===== src/rtl/rng_ctrl_pkg.sv =====
package rng_ctrl_pkg;

   localparam int unsigned DATA_W = 32;

   // register byte offsets
   localparam logic [7:0] OFF_VER  = 8'h00;
   localparam logic [7:0] OFF_CMD  = 8'h04;
   localparam logic [7:0] OFF_CTL  = 8'h08;
   localparam logic [7:0] OFF_STAT = 8'h0C;
   localparam logic [7:0] OFF_ERR  = 8'h10;
   localparam logic [7:0] OFF_DATA = 8'h14;

   // command word bits
   localparam int CMD_TEST    = 0;
   localparam int CMD_SEED    = 1;
   localparam int CMD_CLR_INT = 4;
   localparam int CMD_CLR_ERR = 5;
   localparam int CMD_SRST    = 6;

   // control word bits
   localparam int CTL_AUTO  = 4;
   localparam int CTL_MDONE = 5;
   localparam int CTL_MERR  = 6;

   // status word bits
   localparam int ST_BUSY   = 1;
   localparam int ST_TDONE  = 4;
   localparam int ST_SDONE  = 5;
   localparam int ST_LVL_LO = 8;
   localparam int ST_SZ_LO  = 12;
   localparam int ST_ERR    = 16;

   // error cause bit for an underflowing read
   localparam int ERR_UFLOW = 4;

   typedef enum logic [1:0] {
      UF_ZERO_ERR   = 2'd0,
      UF_ZERO_ERR_B = 2'd1,
      UF_BUS_FAULT  = 2'd2,
      UF_ZERO_IRQ   = 2'd3
   } uf_policy_t;

   typedef enum logic [1:0] {
      OP_IDLE = 2'd0,
      OP_TEST = 2'd1,
      OP_SEED = 2'd2
   } op_t;

   typedef struct packed {
      logic       mask_err;
      logic       mask_done;
      logic       auto_seed;
      uf_policy_t policy;
   } ctl_t;

endpackage


===== src/rtl/rng_ctrl_lfsr.sv =====
module rng_ctrl_lfsr #(
   parameter int unsigned     W    = 32,
   parameter logic [W-1:0]    TAPS = 32'hA300_0000,
   parameter logic [W-1:0]    SEED = 32'h1D87_2B41
) (
   input  logic         clk,
   input  logic         rst_n,
   input  logic         step,
   output logic [W-1:0] value
);

   if (SEED == '0) begin : g_bad_seed
      $error("rng_ctrl_lfsr: SEED must be nonzero");
   end

   logic [W-1:0] shifted;

   always_comb begin
      shifted = value >> 1;
      if (value[0]) shifted = shifted ^ TAPS;
   end

   always_ff @(posedge clk or negedge rst_n) begin
      if (!rst_n)    value <= SEED;
      else if (step) value <= shifted;
   end

endmodule


===== src/rtl/rng_ctrl_seq.sv =====
module rng_ctrl_seq
   import rng_ctrl_pkg::*;
#(
   parameter int unsigned OP_CYCLES = 16
) (
   input  logic clk,
   input  logic rst_n,
   input  logic abort,
   input  logic start_test,
   input  logic start_seed,
   output logic busy,
   output logic test_fin,
   output logic seed_fin
);

   localparam int CNT_W = (OP_CYCLES > 1) ? $clog2(OP_CYCLES) : 1;

   if (OP_CYCLES < 1) begin : g_bad_len
      $error("rng_ctrl_seq: OP_CYCLES must be at least 1");
   end

   op_t              op_q;
   logic [CNT_W-1:0] cnt_q;
   logic             last;

   assign busy     = (op_q != OP_IDLE);
   assign last     = busy && (cnt_q == '0);
   assign test_fin = last && (op_q == OP_TEST);
   assign seed_fin = last && (op_q == OP_SEED);

   always_ff @(posedge clk or negedge rst_n) begin
      if (!rst_n) begin
         op_q  <= OP_IDLE;
         cnt_q <= '0;
      end else if (abort) begin
         op_q  <= OP_IDLE;
         cnt_q <= '0;
      end else if (!busy) begin
         if (start_test) begin
            op_q  <= OP_TEST;
            cnt_q <= CNT_W'(OP_CYCLES - 1);
         end else if (start_seed) begin
            op_q  <= OP_SEED;
            cnt_q <= CNT_W'(OP_CYCLES - 1);
         end
      end else if (last) begin
         op_q <= OP_IDLE;
      end else begin
         cnt_q <= cnt_q - 1'b1;
      end
   end

endmodule


===== src/rtl/rng_ctrl_fifo.sv =====
module rng_ctrl_fifo #(
   parameter int unsigned W     = 32,
   parameter int unsigned DEPTH = 8,
   localparam int LVL_W = $clog2(DEPTH + 1)
) (
   input  logic             clk,
   input  logic             rst_n,
   input  logic             flush,
   input  logic             push,
   input  logic [W-1:0]     wdata,
   input  logic             pop,
   output logic [W-1:0]     rdata,
   output logic [LVL_W-1:0] level,
   output logic             full,
   output logic             empty
);

   localparam int  PTR_W = (DEPTH > 1) ? $clog2(DEPTH) : 1;
   localparam bit  POW2  = (DEPTH == (1 << PTR_W));

   if (DEPTH < 2) begin : g_bad_depth
      $error("rng_ctrl_fifo: DEPTH must be at least 2");
   end

   logic [W-1:0]     mem [DEPTH];
   logic [PTR_W-1:0] wr_ptr, rd_ptr, wr_nxt, rd_nxt;
   logic             do_push, do_pop;

   assign full    = (level == LVL_W'(DEPTH));
   assign empty   = (level == '0);
   assign do_push = push && !full;
   assign do_pop  = pop && !empty;
   assign rdata   = mem[rd_ptr];

   if (POW2) begin : g_wrap_free
      assign wr_nxt = wr_ptr + 1'b1;
      assign rd_nxt = rd_ptr + 1'b1;
   end else begin : g_wrap_cmp
      assign wr_nxt = (wr_ptr == PTR_W'(DEPTH - 1)) ? '0 : wr_ptr + 1'b1;
      assign rd_nxt = (rd_ptr == PTR_W'(DEPTH - 1)) ? '0 : rd_ptr + 1'b1;
   end

   always_ff @(posedge clk) begin
      if (do_push) mem[wr_ptr] <= wdata;
   end

   always_ff @(posedge clk or negedge rst_n) begin
      if (!rst_n) begin
         wr_ptr <= '0;
         rd_ptr <= '0;
         level  <= '0;
      end else if (flush) begin
         wr_ptr <= '0;
         rd_ptr <= '0;
         level  <= '0;
      end else begin
         if (do_push) wr_ptr <= wr_nxt;
         if (do_pop)  rd_ptr <= rd_nxt;
         case ({do_push, do_pop})
            2'b10:   level <= level + 1'b1;
            2'b01:   level <= level - 1'b1;
            default: level <= level;
         endcase
      end
   end

endmodule


===== src/rtl/rng_ctrl.sv =====
module rng_ctrl
   import rng_ctrl_pkg::*;
#(
   parameter int unsigned ADDR_W       = 6,
   parameter int unsigned DEPTH        = 8,
   parameter int unsigned OP_CYCLES    = 16,
   parameter int unsigned RESEED_WORDS = 64,
   parameter logic [31:0] VERSION_WORD = 32'h3A01_0203
) (
   input  logic              clk,
   input  logic              rst_n,
   input  logic              bus_valid,
   input  logic              bus_write,
   input  logic [ADDR_W-1:0] bus_addr,
   input  logic [31:0]       bus_wdata,
   output logic [31:0]       bus_rdata,
   output logic              bus_err,
   output logic              irq
);

   localparam int LVL_W = $clog2(DEPTH + 1);
   localparam int WC_W  = $clog2(RESEED_WORDS + 1);

   if (DEPTH < 2 || DEPTH > 15) begin : g_bad_depth
      $error("rng_ctrl: DEPTH must lie in 2..15 to fit the level field");
   end
   if (ADDR_W < 5) begin : g_bad_addr
      $error("rng_ctrl: ADDR_W too narrow for the register map");
   end
   if (RESEED_WORDS < 1) begin : g_bad_reseed
      $error("rng_ctrl: RESEED_WORDS must be at least 1");
   end

   // ---------------- decode
   logic acc_rd, acc_wr;
   logic cmd_wr, ctl_wr, data_rd;
   logic soft_rst, clr_int, clr_err, req_test, req_seed;

   assign acc_rd   = bus_valid && !bus_write;
   assign acc_wr   = bus_valid && bus_write;
   assign cmd_wr   = acc_wr && (bus_addr == ADDR_W'(OFF_CMD));
   assign ctl_wr   = acc_wr && (bus_addr == ADDR_W'(OFF_CTL));
   assign data_rd  = acc_rd && (bus_addr == ADDR_W'(OFF_DATA));
   assign soft_rst = cmd_wr && bus_wdata[CMD_SRST];
   assign clr_int  = cmd_wr && bus_wdata[CMD_CLR_INT];
   assign clr_err  = cmd_wr && bus_wdata[CMD_CLR_ERR];
   assign req_test = cmd_wr && bus_wdata[CMD_TEST] && !soft_rst;
   assign req_seed = cmd_wr && bus_wdata[CMD_SEED] && !soft_rst;

   logic unused_wdata;
   assign unused_wdata = ^{bus_wdata[31:7], bus_wdata[3:2]};

   // ---------------- state
   ctl_t             ctl_q;
   logic             seeded_q, tdone_q, sdone_q, uf_int_q, err_uflow_q;
   logic [WC_W-1:0]  word_cnt;

   logic             busy, test_fin, seed_fin, auto_trig;
   logic             push, pop, under, full, empty;
   logic [LVL_W-1:0] level;
   logic [31:0]      fifo_q, entropy;
   logic             uf_err, uf_bus, uf_irq;
   logic             err_sum;
   logic [31:0]      status_w, error_w, ctl_w;

   assign auto_trig = ctl_q.auto_seed && seeded_q && !busy &&
                      (word_cnt == WC_W'(RESEED_WORDS));
   assign push      = seeded_q && !busy && !full && !auto_trig;
   assign pop       = data_rd && !empty;
   assign under     = data_rd && empty;

   assign uf_err = under && (ctl_q.policy == UF_ZERO_ERR || ctl_q.policy == UF_ZERO_ERR_B);
   assign uf_bus = under && (ctl_q.policy == UF_BUS_FAULT);
   assign uf_irq = under && (ctl_q.policy == UF_ZERO_IRQ);

   // ---------------- sub-blocks
   rng_ctrl_seq #(.OP_CYCLES(OP_CYCLES)) u_seq (
      .clk        (clk),
      .rst_n      (rst_n),
      .abort      (soft_rst),
      .start_test (req_test),
      .start_seed (req_seed || auto_trig),
      .busy       (busy),
      .test_fin   (test_fin),
      .seed_fin   (seed_fin)
   );

   rng_ctrl_lfsr #(.W(DATA_W)) u_src (
      .clk   (clk),
      .rst_n (rst_n),
      .step  (push),
      .value (entropy)
   );

   rng_ctrl_fifo #(.W(DATA_W), .DEPTH(DEPTH)) u_fifo (
      .clk   (clk),
      .rst_n (rst_n),
      .flush (soft_rst),
      .push  (push),
      .wdata (entropy),
      .pop   (pop),
      .rdata (fifo_q),
      .level (level),
      .full  (full),
      .empty (empty)
   );

   // ---------------- control word
   always_ff @(posedge clk or negedge rst_n) begin
      if (!rst_n) begin
         ctl_q <= '0;
      end else if (soft_rst) begin
         ctl_q <= '0;
      end else if (ctl_wr) begin
         ctl_q.policy    <= uf_policy_t'(bus_wdata[1:0]);
         ctl_q.auto_seed <= bus_wdata[CTL_AUTO];
         ctl_q.mask_done <= bus_wdata[CTL_MDONE];
         ctl_q.mask_err  <= bus_wdata[CTL_MERR];
      end
   end

   // ---------------- flags: a set in the same cycle outranks a clear
   always_ff @(posedge clk or negedge rst_n) begin
      if (!rst_n) begin
         seeded_q    <= 1'b0;
         tdone_q     <= 1'b0;
         sdone_q     <= 1'b0;
         uf_int_q    <= 1'b0;
         err_uflow_q <= 1'b0;
      end else if (soft_rst) begin
         seeded_q    <= 1'b0;
         tdone_q     <= 1'b0;
         sdone_q     <= 1'b0;
         uf_int_q    <= 1'b0;
         err_uflow_q <= 1'b0;
      end else begin
         if (seed_fin) seeded_q <= 1'b1;

         if (test_fin)     tdone_q <= 1'b1;
         else if (clr_int) tdone_q <= 1'b0;

         if (seed_fin)     sdone_q <= 1'b1;
         else if (clr_int) sdone_q <= 1'b0;

         if (uf_irq)       uf_int_q <= 1'b1;
         else if (clr_int) uf_int_q <= 1'b0;

         if (uf_err)       err_uflow_q <= 1'b1;
         else if (clr_err) err_uflow_q <= 1'b0;
      end
   end

   // ---------------- words produced since the last completed seed
   always_ff @(posedge clk or negedge rst_n) begin
      if (!rst_n)                      word_cnt <= '0;
      else if (soft_rst || seed_fin)   word_cnt <= '0;
      else if (push && word_cnt != WC_W'(RESEED_WORDS))
                                       word_cnt <= word_cnt + 1'b1;
   end

   // ---------------- read side
   always_comb begin
      error_w            = '0;
      error_w[ERR_UFLOW] = err_uflow_q;
   end

   assign err_sum = |error_w;

   always_comb begin
      status_w                      = '0;
      status_w[ST_BUSY]             = busy;
      status_w[ST_TDONE]            = tdone_q;
      status_w[ST_SDONE]            = sdone_q;
      status_w[ST_LVL_LO +: 4]      = 4'(level);
      status_w[ST_SZ_LO +: 4]       = 4'(DEPTH);
      status_w[ST_ERR]              = err_sum;
   end

   always_comb begin
      ctl_w            = '0;
      ctl_w[1:0]       = ctl_q.policy;
      ctl_w[CTL_AUTO]  = ctl_q.auto_seed;
      ctl_w[CTL_MDONE] = ctl_q.mask_done;
      ctl_w[CTL_MERR]  = ctl_q.mask_err;
   end

   always_comb begin
      bus_rdata = '0;
      if (acc_rd) begin
         if (bus_addr == ADDR_W'(OFF_VER))       bus_rdata = VERSION_WORD;
         else if (bus_addr == ADDR_W'(OFF_CTL))  bus_rdata = ctl_w;
         else if (bus_addr == ADDR_W'(OFF_STAT)) bus_rdata = status_w;
         else if (bus_addr == ADDR_W'(OFF_ERR))  bus_rdata = error_w;
         else if (bus_addr == ADDR_W'(OFF_DATA)) bus_rdata = empty ? '0 : fifo_q;
      end
   end

   assign bus_err = uf_bus;
   assign irq     = ((tdone_q || sdone_q || uf_int_q) && !ctl_q.mask_done) ||
                    (err_sum && !ctl_q.mask_err);

endmodule


===== config.mk =====
export PLATFORM = sky130hd
export DESIGN_NAME = rng_ctrl
export DESIGN_NICKNAME = d
export VERILOG_FILES = /design/src/rtl/rng_ctrl_pkg.sv /design/src/rtl/rng_ctrl_lfsr.sv /design/src/rtl/rng_ctrl_seq.sv /design/src/rtl/rng_ctrl_fifo.sv /design/src/rtl/rng_ctrl.sv
export SDC_FILE = /design/constraint.sdc
export NUM_CORES = 1
export LEC_CHECK = 0
export CORE_MARGIN = 1.5
export CORE_UTILIZATION = 30
export DETAILED_ROUTE_END_ITERATION = 7
export GPL_TIMING_DRIVEN = 0
export PLACE_DENSITY_LB_ADDON = 0.3
export SLEW_MARGIN = 30
export SYNTH_ARGS = -nofsm -noshare
export SYNTH_HDL_FRONTEND = slang
export SYNTH_SLANG_ARGS = --single-unit

===== constraint.sdc =====
create_clock -name clk -period 4.6 [get_ports clk]
set_clock_uncertainty 0.15 [all_clocks]
set_input_delay 0.69 -clock clk [delete_from_list [all_inputs] [get_ports clk]]
set_output_delay 0.69 -clock clk [all_outputs]
set_load 0.02 [all_outputs]

Yosys cells after proc, flatten, opt, wreduce, memory -nomap -nowiden:

Memories as Yosys holds them, arrays and structs flattened.
Cells that the tools add are included.
W data, S select, Z words.

* flip-flop bits (word level): 65
* memory bits (writable): 256
* input bits: 42
* output and inout bits: 34
* word-level logic and storage cells: 146
* memories kept: 1

Memory list
* u_fifo.mem: depth 8, bits a word 32, read ports 1, clocked after memory_dff 0, wr ports 1, RTL line rng_ctrl_fifo.sv:25 `logic [W-1:0] mem [DEPTH];`

* add/sub/neg operators: 6
* equal/unequal tests: 17
* muxes and demuxes: 42
* bitwise gates (word level): 1
* reduce and logical (&&, ||, !) cells: 63

Operator list (number)
* $mux W32: 8
* $logic_and A1 B1 Y1: 31
* $mux W4: 6
* $reduce_bool A3 Y1: 5
* $mux W1: 14
* $mux W7: 2
* $eq A6 B4 Y1 const B: 2
* $eq A6 B5 Y1 const B: 2
* $mux W3: 4
* $reduce_bool A2 Y1: 6
* $mux W2: 5
* $mux W5: 2
* $eq A2 B2 Y1 const B: 4
* $logic_not A1 Y1: 8
* $logic_not A4 Y1: 2
* $pmux W4 S2: 1
* $sub A4 B1 Y4 const B: 2
* $add A7 B1 Y7 const B: 1
* $eq A7 B7 Y1 const B: 1
* $ne A7 B7 Y1 const B: 1
* $add A3 B1 Y3 const B: 2
* $eq A2 B1 Y1 const B: 3
* $eq A6 B3 Y1 const B: 1
* $logic_not A6 Y1: 1
* other kinds (9): 15

Depth between registers and ports, before layout:

Gate-level depths: netlist (run 1).

* depth in word-level cells: 10
* gate-level depth with buffers: 10
* depth with buffers taken out: 9

Cells and area by module:

Synthesis (run 1) repeated with hierarchy kept, for this count alone.

* cell total of the unflattened synthesis: 760
* area, all modules: 13583.0 um2

Modules (own cells, without submodules)
* rng_ctrl_fifo: instances 1, cells each 449, area an instance 10309.9 um2, seq. area each 7937.6 um2
* rng_ctrl_lfsr: instances 1, cells each 103, area an instance 1567.8 um2, seq. area each 818.3 um2
* rng_ctrl: instances 1, cells each 172, area an instance 1365.1 um2, seq. area each 425.4 um2
* rng_ctrl_seq: instances 1, cells each 36, area an instance 340.3 um2, seq. area each 150.1 um2

Worst setup path after synthesis (run 1):

OpenSTA, ideal clock, no wires.

* kind: register to register
* start point: reg u_fifo.level[3]
* end point: mem u_fifo.mem[0][0] (enable)
* library setup time: 0.501 ns
* arrival: 4.176 ns
* data required time: 3.949 ns
* setup slack: -0.227 ns
* stages on the path, launching flop included: 7
* path buffers: 2
* clock period less this slack: 4.827 ns
* path through: dfrtp_1 or4b_4 and3_4 buf_6 nand2_4 buf_6 nor4_1

* word-level cells in the longest chain between the ends: 7

RTL lines
* from (decl): RTL line rng_ctrl_fifo.sv:13 `output logic [LVL_W-1:0] level,`
* from (signal assigned): RTL line rng_ctrl_fifo.sv:60 `2'b10: level <= level + 1'b1;`
* from (signal assigned): RTL line rng_ctrl_fifo.sv:61 `2'b01: level <= level - 1'b1;`
* from (signal assigned): RTL line rng_ctrl_fifo.sv:62 `default: level <= level;`
* $eq A4 B4 Y1 *: RTL line rng_ctrl_fifo.sv:29 `assign full = (level == LVL_W'(DEPTH));`
* $logic_not A1 Y1 *: RTL line rng_ctrl_fifo.sv:31, rng_ctrl.sv:68
* $logic_and A1 B1 Y1 (2 in series): RTL line rng_ctrl.sv:68 `assign push = seeded_q && !busy && !full && !auto_trig;`
* $logic_and A1 B1 Y1 *: RTL line rng_ctrl_fifo.sv:31 `assign do_push = push && !full;`
* $mux W1 *: RTL line rng_ctrl_fifo.sv:44 `if (do_push) mem[wr_ptr] <= wdata;`
* $mux W1 (implied by the code) *: RTL line rng_ctrl_fifo.sv:44
* to (decl): RTL line rng_ctrl_fifo.sv:25

Every way passes the cells marked *; elsewhere a longest branch is shown, timed or not.

Final worst setup path (run 1):

* start point: reg u_fifo.rd_ptr[0]
* end point: out bus_rdata[8]

* word-level cells in the longest chain between the ends: 8

RTL lines
* from (decl): RTL line rng_ctrl_fifo.sv:26 `logic [PTR_W-1:0] wr_ptr, rd_ptr, wr_nxt, rd_nxt;`
* from (signal assigned): RTL line rng_ctrl_fifo.sv:58 `if (do_pop) rd_ptr <= rd_nxt;`
* $mem_v2 Z8 W32
* $mux W32 (2 in series): RTL line rng_ctrl.sv:194 `else if (bus_addr == ADDR_W'(OFF_DATA)) bus_rdata = empty ? '0 : fifo_q;`
* $mux W32: RTL line rng_ctrl.sv:193 `else if (bus_addr == ADDR_W'(OFF_ERR)) bus_rdata = error_w;`
* $mux W32: RTL line rng_ctrl.sv:192 `else if (bus_addr == ADDR_W'(OFF_STAT)) bus_rdata = status_w;`
* $mux W32: RTL line rng_ctrl.sv:191 `else if (bus_addr == ADDR_W'(OFF_CTL)) bus_rdata = ctl_w;`
* $mux W32: RTL line rng_ctrl.sv:190 `if (bus_addr == ADDR_W'(OFF_VER)) bus_rdata = VERSION_WORD;`
* $mux W32: RTL line rng_ctrl.sv:189 `if (acc_rd) begin`
* to (decl): RTL line rng_ctrl.sv:16 `output logic [31:0] bus_rdata,`

No other way between the ends.

==> results of run 1 <==
-- per-stage QoR --
stage	hold slack [ns]	setup slack, ns	cells	util, %	area [um^2]
6_report	0.370	0.226	1517	36.7	15800
5_1_grt	0.396	0.0628	1517	36.7	15800
4_1_cts	0.373	0.179	1517	36.7	15800
3_5_place_dp	0.364	0.218	1453	34.1	14700
3_3_place_gp	0.353	-2.20	1421	33.2	14300
2_1_floorplan	0.244	0.486	788	-	13100
-- synthesized netlist by cell type (2+ instances only) --
master	count	area share, %
mux2_2	2	0.17
a211oi_1	4	0.23
buf_1	2	0.057
a22oi_1	2	0.11
nor4_1	4	0.19
ha_1	7	0.67
o31ai_1	2	0.11
xnor2_1	6	0.40
and3_1	6	0.29
mux2i_1	38	2.9
a21o_1	3	0.17
buf_6	3	0.26
or4_1	2	0.11
dfrtp_1	51	9.7
nand4_1	5	0.24
clkbuf_1	11	0.32
buf_2	18	0.69
nor2_1	50	1.4
inv_1	10	0.29
nor4_2	2	0.19
nor2b_1	2	0.096
edfxtp_1	256	59
or3_1	4	0.19
nand2b_1	4	0.19
buf_4	4	0.23
nand2_1	114	3.3
dfstp_2	14	2.8
a21oi_1	14	0.54
nand3_1	11	0.42
nand3b_1	4	0.23
xor2_1	8	0.54
and2_1	2	0.096
o21ai_0	26	0.99
nor4b_1	2	0.13
nor3_1	11	0.42
mux4_2	64	11
-- cells by family (layout without fill, tap and decap cells) --
logic type	count (synthesis)	count (layout)	synth area share, %
flip-flops	321	321	71.3
AO/OA/AOI/OAI	61	61	2.87
multiplexers	104	104	14.1
AND/OR/NAND/NOR	233	233	8.34
adder cells (fa/ha/maj)	7	7	0.669
XOR/XNOR	14	14	0.936
buffers and inverters	48	192	1.83
-- placed cells by master (no fill, tap or decap), types with 3 or more instances in the layout --
cell type          n
clkbuf_16         35
nor3_1             7
nor4_2             3
nand2b_1           4
clkbuf_1          20
xor2_1             8
mux2i_1           38
mux4_2            64
a21oi_1           14
a21o_1             3
inv_1             10
buf_6              5
ha_1               7
a211oi_1           4
xnor2_1            6
nor2_1            47
buf_2             19
dfrtp_1           51
and3_1             6
nand4_1            5
clkinv_1           6
edfxtp_1         256
nor3_2             4
clkinv_2           5
clkdlybuf4s50_1   47
nand3_1           11
buf_8              3
o21ai_0           26
nor2_4             3
nand2_1          114
or3_1              4
dfstp_2           14
buf_4             28
nand3b_1           4
buf_16             3
-- flip-flops by register name, summed over array words and instances, names as in the netlist --
signal and count:
u_src.value 32, u_seq.op_q 2, tdone_q 1, u_fifo.level 4
seeded_q 1, u_fifo.wr_ptr 3, u_fifo.mem 256, u_seq.cnt_q 4
ctl_q 5, word_cnt 7, sdone_q 1, uf_int_q 1
u_fifo.rd_ptr 3, err_sum 1
-- layer usage --
| metal | up-vias | global-route usage [%] |
|---|---|---|
| li1 | 3261 | - |
| met1 | 3746 | 20.5 |
| met2 | 144 | 21.7 |
| met3 | 36 | 2.18 |
| met4 | 0 | 3.13 |
| met5 | - | 0 |
-- layout make-up --
class | instances | area (um^2)
tap | 585 | 732
sequential | 321 | 9330
buffer | 38 | 204
fill | 4039 | 27300
clock buffer | 46 | 937
timing repair buffer | 81 | 831
multi-input combinational | 419 | 3590
inverter | 10 | 37.5
clock inverter | 17 | 155
-- what timing repair did --
item                                    in CTS  in global routing
endpoints found under the hold margin       27                  0
hold buffers                                 1                  0
gates resized for setup                      0                  1
endpoints found under the setup margin       0                  1
-- power breakdown --
| part | total (W) | leakage (nW) | internal [W] | switching [W] |
|---|---|---|---|---|
| Clock | 0.00266 | 0.528 | 0.00156 | 0.00111 |
| Sequential | 0.00353 | 3.08 | 0.00337 | 0.000158 |
| Combinational | 0.000952 | 1.68 | 0.000424 | 0.000529 |
-- tightest hold or removal path, stage by stage, from the launching register on --
cell and delay, ns:
dfstp_2 0.41, nand2_1 0.06, nand2_1 0.04
-- path summary, 6_finish.rpt --
check                                              from                          end  slack (ns)  cells after the start
setup / recovery           u_fifo.rd_ptr[0]$_DFFE_PN0P_                 bus_rdata[8]        0.23                      6
hold / removal               u_src.value[9]$_DFFE_PN1N_   u_src.value[9]$_DFFE_PN1N_        0.37                      2
setup reg to reg                word_cnt[0]$_DFFE_PN0P_   u_fifo.mem[1][2]$_DFFE_PP_        1.37                      9
hold reg to reg              u_src.value[9]$_DFFE_PN1N_   u_src.value[9]$_DFFE_PN1N_        0.37                      2
max in group asynchronous                         rst_n  u_src.value[23]$_DFFE_PN1N_        3.17                      3
min in group asynchronous                         rst_n   u_seq.cnt_q[1]$_DFFE_PN0P_        0.52                      2
==> impl_metrics.toml, run 1 <==
[run_status]
status = "completed"

[global_route]
grt_pass1_wl_um = 46700
grt_pass1_vias = 7404
antenna_found_initial = 0
grt_max_degree = 39
grt_overflow = 0
grt_usage_pct = 13.9

[synth]
synthFlopType = "edfxtp_1"
yosysUniqueCellTypes = 56
synth-seq-area-share_pct = 71.3
syn_inst = 788
yosysWarnings = 0
netlist_area_um2 = 13100
synth_edf_count = 256
avgSynthCellArea_um2 = 16.6
synth_seq_cells = 321
async_reset_ff_share_pct = 20.2
synth_nets = 837

[critical_path]
slowest_stage = "clkdlybuf4s50_1"
slowest_delay_ns = 0.57
cp.buffers_inverters = 3
cp_max_fo = 10
path_cells = "clkbuf_1, buf_2, mux4_2, mux2i_1, o21ai_0, clkdlybuf4s50_1"
cp.arrival_ns = 3.53
required_ns = 3.76
cpLargestDelayFamily = "buffers and inverters"
timing_worst_setup_path_type = "reg2out"
start_kind = "flip-flop"
end_kind = "output pin"

[timing]
hold_viol = 0
tightest_slew_ns = 0.978
rsz0062_at_grt = "no"
setup_tns_ns = 0
finalMaxSlewViolations = 0
fin_crit_ns = 4.37
finalCritPeriodShare_pct = 95.1
setup_viol = 0
slew_headroom_pct = 34.8
clock.fmax_mhz = 229

[power]
power_w = 0.00715
leakage_nw = 5.29
peakVddDrop_uv = 204
powerDensity_nw_per_um2 = 452

[floorplan]
core.rowCount = 76
core_area_um2 = 43100
dieArea_um2 = 44900
fp.dieW_um = 212
die_h_um = 212
io_pins = 76
initial_utilization_pct = 30.4

[clocking]
cts_made_buffers = 35
clock_latency_ns = 0.52
clkTransAtPathRegs_ns = 0.06
h-tree-depth = 2
clock-sinks = 321
clockBufferDepth = 3
clockRootBuffer = "clkbuf_16"
cts_tree = "built"
post_cts_buffers = 0

[placement]
gp_congestion = 0.785
hpwl_um = 20500
io_buffers = 48

[route]
dr_wl_met3_um = 1300
ant_nets = 0
drc = 0
viasPerCell = 4.74
drtIter0Drc = 509
wl_per_cell_um = 19.9
maxUsedRoutingLayer = "met4"
m1WireLength_um = 14600
wl_um = 30200
num_vias = 7187
dr.pass1.iters = 5
wl_met2_um = 13900

[layout]
nets = 955
drive_above_1_share_pct = 22.3
n_antenna_cell = 0
syn_to_final_growth_pct = 20.8

[run]
maxCapViolCount = 0

[worst_hold_path]
min_path_type = "reg2reg"
No activity file was read; power rests on OpenSTA's default activity.
==> inputs of run 2 (changes only) <==
--- a/config.mk
+++ b/config.mk
@@ -5,6 +5,7 @@
 export SDC_FILE = /design/constraint.sdc
 export NUM_CORES = 1
 export LEC_CHECK = 0
+export CORE_ASPECT_RATIO = 1.75
 export CORE_MARGIN = 1.5
 export CORE_UTILIZATION = 30
 export DETAILED_ROUTE_END_ITERATION = 7
==> run 2 against run 1 <==
Utilization decreased by 0.53 points. Hold slack worse by 0.0036 ns. Wire length up 2.0%. Non-clock buffer count up 1. Register-to-register slack lost 0.26 ns.
==> impl_metrics.toml, run 2 (synthesis results as in run 1) <==
[power]
peakVddDrop_uv = 222
power_w = 0.00683
powerDensity_nw_per_um2 = 437
leakage_nw = 5.22

[critical_path]
r2r_start = "u_seq.op_q[0]$_DFFE_PN0P_"
cp.arrival_ns = 3.48
required_ns = 3.76
rr_worst_depth = 10
rrSetupSlack_ns = 1.11
cp_max_fo = 10
crit_path_start = "u_fifo.rd_ptr[2]$_DFFE_PN0P_"
timing_worst_setup_path_type = "reg2out"
endpoint = "bus_rdata[26]"
end_kind = "output pin"
r2r-end = "u_fifo.mem[1][29]$_DFFE_PP_"
start_kind = "flip-flop"

[clocking]
cts_tree = "built"
clkTransAtPathRegs_ns = 0.06
clockRootBuffer = "clkbuf_16"
clock-sinks = 321
h-tree-depth = 1
clock_latency_ns = 0.57
clockBufferDepth = 3
post_cts_buffers = 0
cts_made_buffers = 29

[floorplan]
io_pins = 76
initial_utilization_pct = 30.3
die_h_um = 279
core_area_um2 = 43200
dieArea_um2 = 45000
core.rowCount = 101
fp.dieW_um = 161

[route]
drtIter0Drc = 459
wl_um = 30800
ant_nets = 0
drc = 0
wl_per_cell_um = 20.7
dr.pass1.iters = 4
num_vias = 7182
viasPerCell = 4.82

[global_route]
busiest_layer = "met2"
grt_use_met1_pct = 15.8
grt_pass1_wl_um = 46900
grt_pass1_vias = 7593
met3_usage_pct = 1.48
grt_usage_pct = 13.9
grt_overflow = 0
use_met2_pct = 27.0
antenna_found_initial = 0
grt_max_degree = 46

[layout]
fillCellCount = 4111
fin_area_um2 = 15600
syn_to_final_growth_pct = 19.4
largest-register = "u_fifo.mem"
n_antenna_cell = 0
final_cell_mix = "256 x edfxtp_1, 114 x nand2_1, 64 x mux4_2"
nets = 950
reg_top3 = "u_fifo.mem x256, u_src.value x32, word_cnt x7"
drive_above_1_share_pct = 21.8
largest_reg_flops = 256
final_common_cell = "edfxtp_1"
postLayoutCoreUtil_pct = 36.2

[run]
maxCapViolCount = 0

[timing]
setup_viol = 0
slew_headroom_pct = 34.8
fin_crit_ns = 4.32
clock.fmax_mhz = 232
finalCritPeriodShare_pct = 93.8
finalMaxSlewViolations = 0
rsz0062_at_grt = "no"
tightest_slew_ns = 0.978
hold_viol = 0

[run_status]
status = "completed"

[placement]
io_buffers = 48
placedInstanceArea_um2 = 14700
hpwl_um = 21400
gp_congestion = 0.796

[worst_hold_path]
min_path_type = "reg2reg"
min_from = "u_seq.cnt_q[0]$_DFFE_PN0P_"
[run 2: how the worst min path moves through the flow]
stage,endpoint,slack (ns),cells past startpoint
floorplan,ctl_q[0]$_DFFE_PN0P_,0.24,0
finish,u_seq.cnt_q[0]$_DFFE_PN0P_,0.37,1
global route,u_seq.cnt_q[0]$_DFFE_PN0P_,0.39,1
detailed placement,u_seq.cnt_q[0]$_DFFE_PN0P_,0.35,1
global placement,u_seq.cnt_q[0]$_DFFE_PN0P_,0.36,1
CTS,u_seq.cnt_q[0]$_DFFE_PN0P_,0.37,1
[run 2: final cells by class]
type	count	area, um^2	share of cell area (%)
clock inverter	9	60.1	0.384
clock buffer	45	846	5.41
tap	566	708	4.53
inverter	10	37.5	0.240
sequential	321	9330	59.7
buffer	38	203	1.30
multi-input combinational	419	3580	22.9
timing repair buffer	82	871	5.57
[run 2: critical path, stage by stage, from the launching register on]
cell	delay [ns]
dfrtp_1	0.31
buf_2	0.25
buf_1	0.75
buf_2	0.53
mux2i_1	0.17
nor2_1	0.25
clkdlybuf4s50_1	0.66
[run 2: repair_timing]
action,4_1_cts,5_1_grt
resized for setup,0,0
endpoints found under the hold margin,20,0
hold buffers,1,0
[run 2: layer usage]
layer | vias to the layer above | routed length (um) | part of all wire (%)
met4 | 0 | 620 | 2.0
met1 | 3781 | 12000 | 39
met3 | 38 | 870 | 2.8
li1 | 3232 | - | -
met2 | 131 | 17300 | 56
met5 | - | 0 | 0
[run 2: power breakdown]
group          internal (W)  switching, W  total, W
clock               0.00127       0.00106   0.00233
combinational      0.000428      0.000535  0.000963
sequential          0.00337      0.000161   0.00353
total               0.00507       0.00176   0.00683
[run 2: stage by stage]
| stage | hold slack (ns) | cells | TNS [ns] | worst slack, ns |
|---|---|---|---|---|
| 2_1_floorplan | 0.244 | 788 | 0 | 0.486 |
| 5_1_grt | 0.389 | 1490 | 0 | 0.0822 |
| 4_1_cts | 0.368 | 1490 | 0 | 0.103 |
| 6_report | 0.367 | 1490 | 0 | 0.284 |
| 3_3_place_gp | 0.355 | 1402 | -362.75 | -2.36 |
| 3_5_place_dp | 0.355 | 1435 | 0 | 0.300 |
==> inputs of run 3 (changes only) <==
--- a/config.mk
+++ b/config.mk
@@ -11,7 +11,7 @@
 export DETAILED_ROUTE_END_ITERATION = 7
 export GPL_TIMING_DRIVEN = 0
 export PLACE_DENSITY_LB_ADDON = 0.3
-export SLEW_MARGIN = 30
+export SLEW_MARGIN = 10
 export SYNTH_ARGS = -nofsm -noshare
 export SYNTH_HDL_FRONTEND = slang
 export SYNTH_SLANG_ARGS = --single-unit
==> run 3 against run 2 <==
Die area unchanged. Combinational power decreased by 2.2%. Cell count decreased by 0.67%. Wire length decreased by 0.94%. Non-clock buffer count decreased by 9. Sequential cell count unchanged. Global-route usage decreased by 0.12 points. Critical path depth unchanged. Maximum frequency decreased by 0.88%. Register-to-register slack improved by 0.29 ns. Total power increased by 1.0%. Sequential power about the same.
==> impl_metrics.toml, run 3 (synthesis results as in run 1) <==
[route]
wl_per_cell_um = 20.6
wl_met2_um = 16800
wl_um = 30500
ant_nets = 0
dr_wl_met3_um = 982
drtIter0Drc = 441
viasPerCell = 4.81
num_vias = 7122
drc = 0
m1WireLength_um = 11700
maxUsedRoutingLayer = "met4"
dr.pass1.iters = 5

[worst_hold_path]
min_path_cells = 2
min_path_type = "reg2reg"
hold-path-endpoint = "u_src.value[23]$_DFFE_PN1N_"
min_from = "u_src.value[23]$_DFFE_PN1N_"

[power]
power_w = 0.00690
leakage_nw = 5.18
peakVddDrop_uv = 260
powerDensity_nw_per_um2 = 443

[critical_path]
rr_worst_depth = 9
cp.arrival_ns = 3.51
cp_max_fo = 10
start_kind = "flip-flop"
timing_worst_setup_path_type = "reg2out"
rrSetupSlack_ns = 1.40
required_ns = 3.76
r2r-end = "u_fifo.mem[4][29]$_DFFE_PP_"
end_kind = "output pin"
r2r_start = "u_fifo.level[0]$_DFFE_PN0P_"

[clocking]
clockRootBuffer = "clkbuf_16"
cts_made_buffers = 29
h-tree-depth = 1
cts-resized-gates = 0
clkTransAtPathRegs_ns = 0.07
clockBufferDepth = 3
clock_latency_ns = 0.56
clock-sinks = 321
cts_tree = "built"

[layout]
syn_to_final_growth_pct = 18.9
largest_reg_flops = 256
n_antenna_cell = 0
final_cell_mix = "256 x edfxtp_1, 114 x nand2_1, 64 x mux4_2"
reg_top3 = "u_fifo.mem x256, u_src.value x32, word_cnt x7"
final_common_cell = "edfxtp_1"
nets = 941
multi_input_area_um2 = 3580
fillCellCount = 4093
ff_latch_area_um2 = 9330
drive_above_1_share_pct = 21.2
postLayoutCoreUtil_pct = 36.0
largest-register = "u_fifo.mem"

[placement]
gp_congestion = 0.796
hpwl_um = 20800
io_buffers = 48
preCtsSetupSlack_ns = 0.342

[timing]
whs_ns = 0.376
slew_headroom_pct = 35.0
tightest_slew_ns = 0.975
setup_tns_ns = 0
hold_viol = 0
finalMaxSlewViolations = 0
finalCritPeriodShare_pct = 94.7
setup_viol = 0
clock.fmax_mhz = 230
setup_ws_ns = 0.245
fin_crit_ns = 4.35
rsz0062_at_grt = "no"

[floorplan]
core_area_um2 = 43200
initial_utilization_pct = 30.3
core.rowCount = 101
die_h_um = 279
fp.dieW_um = 161
dieArea_um2 = 45000
io_pins = 76

[global_route]
antenna_found_initial = 0
grt_usage_pct = 13.8
grt_pass1_vias = 7454
grt_max_degree = 46
grt_overflow = 0
grt_pass1_wl_um = 46400

[run_status]
status = "completed"

[run]
maxCapViolCount = 0
run 3: worst max-delay path, cell delays in order (launching register included):
cell,delay [ns]
dfrtp_1,0.31
buf_2,0.25
buf_1,0.76
buf_2,0.53
mux2i_1,0.18
nor2_1,0.25
clkdlybuf4s50_1,0.66
run 3: timing repair:
item                      CTS  global route
hold endpoints to repair   20             0
setup buffers               0             0
hold buffers                1             0
run 3: how the worst max path moves through the flow:
stage,startpoint,endpoint,cells after the start
2_1_floorplan,word_cnt[0]$_DFFE_PN0P_,u_fifo.mem[1][0]$_DFFE_PP_,7
3_3_place_gp,u_seq.op_q[0]$_DFFE_PN0P_,u_fifo.mem[1][8]$_DFFE_PP_,6
3_5_place_dp,bus_addr[5],bus_rdata[8],6
4_1_cts,u_fifo.rd_ptr[2]$_DFFE_PN0P_,bus_rdata[26],6
5_1_grt,u_fifo.rd_ptr[2]$_DFFE_PN0P_,bus_rdata[26],6
6_report,u_fifo.rd_ptr[2]$_DFFE_PN0P_,bus_rdata[26],6
run 3: power by group:
group | leakage, nW | total (W) | internal (W) | switching (W)
registers | 3.08 | 0.00353 | 0.00337 | 0.000158
clock network | 0.465 | 0.00243 | 0.00139 | 0.00104
logic | 1.63 | 0.000942 | 0.000414 | 0.000528
total | 5.18 | 0.00690 | 0.00517 | 0.00173
run 3: cell type report:
cell class                      count  area share [%]
Sequential cell                   321            59.9
Clock buffer                       42            5.43
Multi-Input combinational cell    419            23.0
Buffer                             38            1.30
Clock inverter                     11           0.691
Inverter                           10           0.241
Tap cell                          566            4.55
Timing Repair Buffer               73            4.88
run 3: metal layers:
metal	vias up	track usage, %
met3	52	1.41
met2	125	26.2
met5	-	0
met1	3714	15.8
met4	0	5.18
li1	3231	-
run 3: through the flow:
stage,area [um^2],instances
6_report,15600,1480
5_1_grt,15600,1480
4_1_cts,15600,1480
3_5_place_dp,14600,1426
3_3_place_gp,14300,1402
2_1_floorplan,13100,788
